File: config.mk
export PLATFORM = sky130hd
export DESIGN_NAME = los_detector
export DESIGN_NICKNAME = d
export VERILOG_FILES = /design/src/rtl/los_pkg.sv /design/src/rtl/los_zero_run.sv /design/src/rtl/los_ones_window.sv /design/src/rtl/los_mute_gate.sv /design/src/rtl/los_detector.sv
export SDC_FILE = /design/constraint.sdc
export NUM_CORES = 1
export LEC_CHECK = 0
export BUFFER_PORTS_ARGS = -buffer_cell sky130_fd_sc_hd__clkbuf_2
export CAP_MARGIN = 40
export CORE_AREA = 2 2 64 66
export CTS_BUF_LIST = sky130_fd_sc_hd__clkbuf_16
export DETAILED_ROUTE_END_ITERATION = 6
export DIE_AREA = 0 0 66 68
export PLACE_DENSITY = 0.86
export SYNTH_ARGS = -nofsm -noshare
export SYNTH_HDL_FRONTEND = slang
export SYNTH_SLANG_ARGS = --single-unit
export TNS_END_PERCENT = 1
File: constraint.sdc
create_clock -name clk -period 7.24 [get_ports clk]
set_clock_uncertainty 0.1 [all_clocks]
set_input_delay 1.448 -clock clk [delete_from_list [all_inputs] [get_ports clk]]
set_output_delay 1.448 -clock clk [all_outputs]
set_load 0.05 [all_outputs]
File: src/rtl/los_pkg.sv
package los_pkg;

    typedef enum logic [1:0] {
        MODE_E1   = 2'b00,
        MODE_K64  = 2'b01,
        MODE_T1   = 2'b10,
        MODE_RSV  = 2'b11
    } line_mode_e;

    typedef enum logic {
        ST_SIGNAL_OK   = 1'b0,
        ST_SIGNAL_LOST = 1'b1
    } los_state_e;

endpackage

File: src/rtl/los_zero_run.sv
module los_zero_run
    import los_pkg::*;
#(
    parameter int SHORT_LIMIT = 32,
    parameter int LONG_LIMIT  = 175
) (
    input  logic       clk,
    input  logic       rst_n,
    input  logic       clr,
    input  logic       stb,
    input  logic       mark,
    input  line_mode_e mode,
    output logic       run_hit
);
    localparam int CW = $clog2(LONG_LIMIT + 2);
    localparam logic [CW-1:0] SHORT_TRIP = CW'(SHORT_LIMIT + 1);
    localparam logic [CW-1:0] LONG_TRIP  = CW'(LONG_LIMIT + 1);

    logic [CW-1:0] run_cnt;
    logic [CW-1:0] trip;

    // trip point: one zero beyond the mode limit
    always_comb begin
        unique case (mode)
            MODE_T1:  trip = LONG_TRIP;
            default:  trip = SHORT_TRIP;
        endcase
    end

    always_ff @(posedge clk) begin
        if (!rst_n) begin
            run_cnt <= '0;
        end else if (clr) begin
            run_cnt <= '0;
        end else if (stb) begin
            if (mark) begin
                run_cnt <= '0;
            end else if (run_cnt < trip) begin
                run_cnt <= run_cnt + 1'b1;
            end
        end
    end

    assign run_hit = (run_cnt >= trip);

endmodule

File: src/rtl/los_ones_window.sv
module los_ones_window #(
    parameter int WIN_BITS = 32,
    parameter int MIN_ONES = 4
) (
    input  logic clk,
    input  logic rst_n,
    input  logic clr,
    input  logic stb,
    input  logic mark,
    output logic eval,
    output logic dens_ok
);
    localparam int PW = $clog2(WIN_BITS + 1);
    localparam logic [PW-1:0] NEED = PW'(MIN_ONES);

    logic [WIN_BITS-1:0] hist;
    logic [PW-1:0]       pop;
    logic                oldest;

    assign oldest = hist[WIN_BITS-1];

    always_ff @(posedge clk) begin
        if (!rst_n) begin
            hist <= '0;
            pop  <= '0;
            eval <= 1'b0;
        end else if (clr) begin
            hist <= '0;
            pop  <= '0;
            eval <= 1'b0;
        end else begin
            eval <= stb;
            if (stb) begin
                hist <= {hist[WIN_BITS-2:0], mark};
                pop  <= pop + PW'(mark) - PW'(oldest);
            end
        end
    end

    assign dens_ok = (pop >= NEED);

endmodule

File: src/rtl/los_mute_gate.sv
module los_mute_gate (
    input  logic pos_in,
    input  logic neg_in,
    input  logic los,
    input  logic mute_req,
    input  logic mute_on_los,
    output logic pos_out,
    output logic neg_out
);
    logic muted;

    always_comb begin
        muted   = mute_req | (mute_on_los & los);
        pos_out = pos_in & ~muted;
        neg_out = neg_in & ~muted;
    end

endmodule

File: src/rtl/los_detector.sv
module los_detector
    import los_pkg::*;
#(
    parameter int E1_ZERO_LIMIT = 32,
    parameter int T1_ZERO_LIMIT = 175,
    parameter int WIN_BITS      = 32,
    parameter int MIN_ONES      = 4
) (
    input  logic       clk,
    input  logic       rst_n,
    input  logic [1:0] mode_i,
    input  logic       bit_stb_i,
    input  logic       pos_i,
    input  logic       neg_i,
    input  logic       level_low_i,
    input  logic       mute_req_i,
    input  logic       mute_on_los_i,
    output logic       los_o,
    output logic       pos_o,
    output logic       neg_o
);
    line_mode_e mode_now;
    line_mode_e mode_q;
    los_state_e state_q;
    los_state_e state_d;
    logic       mark;
    logic       mode_chg;
    logic       run_hit;
    logic       eval;
    logic       dens_ok;

    assign mode_now = line_mode_e'(mode_i);
    assign mark     = pos_i | neg_i;
    assign mode_chg = (mode_now != mode_q);

    always_ff @(posedge clk) begin
        if (!rst_n) begin
            mode_q <= mode_now;
        end else begin
            mode_q <= mode_now;
        end
    end

    los_zero_run #(
        .SHORT_LIMIT (E1_ZERO_LIMIT),
        .LONG_LIMIT  (T1_ZERO_LIMIT)
    ) i_zero_run (
        .clk     (clk),
        .rst_n   (rst_n),
        .clr     (mode_chg),
        .stb     (bit_stb_i),
        .mark    (mark),
        .mode    (mode_now),
        .run_hit (run_hit)
    );

    los_ones_window #(
        .WIN_BITS (WIN_BITS),
        .MIN_ONES (MIN_ONES)
    ) i_ones_window (
        .clk     (clk),
        .rst_n   (rst_n),
        .clr     (mode_chg),
        .stb     (bit_stb_i),
        .mark    (mark),
        .eval    (eval),
        .dens_ok (dens_ok)
    );

    // state register
    always_ff @(posedge clk) begin
        if (!rst_n) begin
            state_q <= ST_SIGNAL_OK;
        end else begin
            state_q <= state_d;
        end
    end

    // transitions: declare, restore, mode-reset
    always_comb begin
        state_d = state_q;
        if (mode_chg) begin
            state_d = ST_SIGNAL_OK;
        end else begin
            unique case (state_q)
                ST_SIGNAL_OK: begin
                    if (run_hit || level_low_i) begin
                        state_d = ST_SIGNAL_LOST;
                    end
                end
                ST_SIGNAL_LOST: begin
                    if (eval && dens_ok && !level_low_i && !run_hit) begin
                        state_d = ST_SIGNAL_OK;
                    end
                end
                default: state_d = ST_SIGNAL_OK;
            endcase
        end
    end

    // outputs
    always_comb begin
        los_o = (state_q == ST_SIGNAL_LOST);
    end

    los_mute_gate i_mute_gate (
        .pos_in      (pos_i),
        .neg_in      (neg_i),
        .los         (los_o),
        .mute_req    (mute_req_i),
        .mute_on_los (mute_on_los_i),
        .pos_out     (pos_o),
        .neg_out     (neg_o)
    );

endmodule

==> flow_metrics.py <==
metrics = {
    "layout": {
        "layout-drive-gt1-share": 0.0849,
        "finish.net_count": 283,
        "syn_to_final_growth_pct": 10.6,
        "postLayoutCoreUtil": 0.666,
        "fin_cells": 309,
        "seq_area_mm2": 0.00100,
        "num_antenna_cells": 0,
        "nFillCells": 326,
        "multi_input_area_mm2": 0.00122,
    },
    "routing": {
        "dr.pass1.iters": 4,
        "viasPerCell": 5.69,
        "drt-total-wl_mm": 4.04,
        "drtIter0Drc": 181,
        "vias": 1758,
        "wl_per_cell_um": 13.1,
        "antenna_left": 0,
        "drc": 0,
    },
    "clock_network": {
        "clk_pin_slew_ns": 0.06,
        "cts_hold_buffers": 0,
        "clockRootBuffer": "clkbuf_16",
        "cts_setup_buffers": 0,
        "cts_inserted_buffers": 5,
        "htree_num_levels": 2,
        "numClockSinks": 50,
        "worstSkewPairLatency_ns": 0.29,
        "postCtsResizedCells": 0,
        "cts_tree": "yes",
        "clk_path_buf_depth": 2,
    },
    "grt": {
        "grt_pass1_wl_mm": 6.92,
        "antenna_found_initial": 0,
        "grt_max_degree": 49,
        "grt_overflow": 0,
        "grtUsageTotal": 0.203,
        "grt_pass1_vias": 1614,
    },
    "floorplanning": {
        "boundaryPins": 13,
        "dieHeight_um": 68,
        "die_w_um": 66,
        "dieArea_mm2": 0.00449,
        "coreArea_mm2": 0.00386,
        "initial_core_util": 0.602,
        "rows": 23,
    },
    "placement": {
        "port_buffers": 12,
        "hpwl_mm": 2.71,
        "dpl_worst_slack_ns": 3.50,
        "place.gp.congestion": 0.864,
        "dp.cells": 302,
    },
    "sta": {
        "whs_ns": 0.377,
        "rsz0062_at_grt": "false",
        "period_share": 0.516,
        "timing.slew.headroom": 0.580,
        "tns_ns": 0,
        "tightest_slew_ns": 0.622,
        "finalSetupViolCount": 0,
        "slew_violations": 0,
        "min_period_ns": 3.74,
        "hold_violations": 0,
        "max_freq_mhz": 268,
        "setup_ws_ns": 3.50,
    },
    "synth": {
        "synth_area_mm2": 0.00232,
        "synth_edf_count": 0,
        "synth_seq_area_share": 0.431,
        "ys_seq_elements": 50,
        "synth-compound-area-share": 0.111,
        "synth_top_flop_cell": "dfxtp_1",
        "synthArstFlopShare": 0,
        "synth_simple_gate_area_frac": 0.184,
        "synth_cell_type_count": 44,
        "synth_xor_area_frac": 0.0151,
        "synth_nets": 274,
        "synth_top_family_by_area": "simple AND/OR/NAND/NOR gates",
        "synthMuxAreaShare": 0.138,
        "synth_adder_area_share": 0.0787,
        "synthCells": 250,
        "avgSynthCellArea_um2": 9.29,
        "yosys_warnings": 0,
    },
    "setup_path": {
        "cp_max_fo": 2,
        "cpPeakStageDelay_ns": 0.27,
        "critical_path.slowest_cell": "clkbuf_2",
        "start_kind": "primary input",
        "cp_common_cell": "clkbuf_2",
        "crit_family": "buffers and inverters",
        "worstSetupEndpointType": "primary output",
        "required_ns": 5.69,
        "worst-path-buf-inv": 2,
        "critPathArrivalTime_ns": 2.19,
        "critical_path.cell_chain": "clkbuf_2 > a21oi_1 > and2_1 > clkbuf_2",
        "crit_type": "in2out",
    },
    "hold_path": {
        "hold_path_class": "reg2reg",
    },
    "power": {
        "power_density_mw_per_mm2": 222,
        "total_leakage_power_nw": 0.969,
        "ir_drop_uv": 147,
    },
    "job": {
        "drv_cap": 0,
    },
    "status": {
        "status": "finished, final reports clean",
    },
}
==> placed cells by master, fill, tap and decap left out, types with 3 or more instances in the layout <==
master     Yosys  routed
nor2_1        41      41
dfxtp_1       50      50
inv_1         11      11
and2_1         4       4
clkbuf_16      0       5
nand2b_1       4       4
nand3_1        4       4
xnor2_1        3       3
nand2_1       11      11
nand4_1        3       3
o211ai_1       5       5
clkbuf_2       0      12
mux2i_1       32      32
o21ai_0        6       6
ha_1          13      13
or3_1          3       3
a31oi_1        6       6
a21oi_1       10      10
==> synth_stat cells, drive strengths merged, types with 2 or more instances <==
cell type	instances	area (um^2)
buf	2	12.5
nor3b	2	15.0
clkbuf	10	37.5
or4	2	15.0
a31oi	6	37.5
nor4b	2	17.5
inv	12	45.0
nor2	41	154
nand2b	4	25.0
nand4	3	18.8
o21ai	6	30.0
dfxtp	50	1000
nand2	11	41.3
a211oi	2	15.0
mux2i	32	320
o211ai	5	37.5
a21oi	10	50.1
a311oi	2	17.5
and2	4	25.0
ha	13	163
or3	3	18.8
nand3b	2	15.0
xnor2	3	26.3
nand3	4	20.0
o311ai	2	17.5
==> through the flow <==
step	total power, mW	cell area, um^2
floorplan	0.316	2320
global placement	0.324	2410
detailed placement	0.325	2410
CTS	0.579	2570
global route	0.593	2570
finish	0.571	2570
==> worst paths after layout <==
check / start / to / slack, ns / depth (start not counted)
min: i_ones_window.pop[4] / i_ones_window.pop[4] / 0.38 / 2
max reg2reg: i_zero_run.run_cnt[7] / i_zero_run.run_cnt[0] / 5.17 / 5
max: mute_on_los_i / pos_o / 3.50 / 4
min reg2reg: i_ones_window.pop[4] / i_ones_window.pop[4] / 0.38 / 2
==> area by class of cell <==
type	instances	area share
Inverter	13	0.0190
Timing Repair Buffer	14	0.0292
Clock inverter	2	0.0132
Clock buffer	5	0.0487
Multi-Input combinational cell	175	0.476
Tap cell	50	0.0244
Sequential cell	50	0.390
==> state kept, by name, indices dropped and copies added (netlist names) <==
| register | flops |
|---|---|
| i_ones_window.hist | 32 |
| i_ones_window.eval | 1 |
| i_zero_run.run_cnt | 8 |
| mode_q | 2 |
| los_o | 1 |
| i_ones_window.pop | 6 |
==> power breakdown <==
part,switching [mW],internal (mW)
clock network,0.0924,0.160
logic,0.0251,0.0150
registers,0.00149,0.277
==> logic make-up (layout without fill, tap and decap cells) <==
logic type / count (synthesis) / count (layout)
adder cells (fa/ha/maj): 14 / 14
XOR/XNOR: 4 / 4
multiplexers: 32 / 32
buffers and inverters: 25 / 34
AND/OR/NAND/NOR: 86 / 86
AO/OA/AOI/OAI: 39 / 39
flip-flops: 50 / 50
==> worst register-to-register path, stage by stage (launching register included) <==
cell and delay, ns:
dfxtp_1 0.34, ha_1 0.39, and2_1 0.21, a311oi_1 0.50, a31oi_1 0.16, a311oi_1 0.27
==> per-layer routing <==
layer,up-vias,global-route usage,part of all wire
met4,0,0.0791,0.012
met3,4,0.0510,0.057
met2,55,0.337,0.47
met5,-,0,0
met1,798,0.255,0.46
li1,901,-,-
Power figures use the tool's default switching activity.
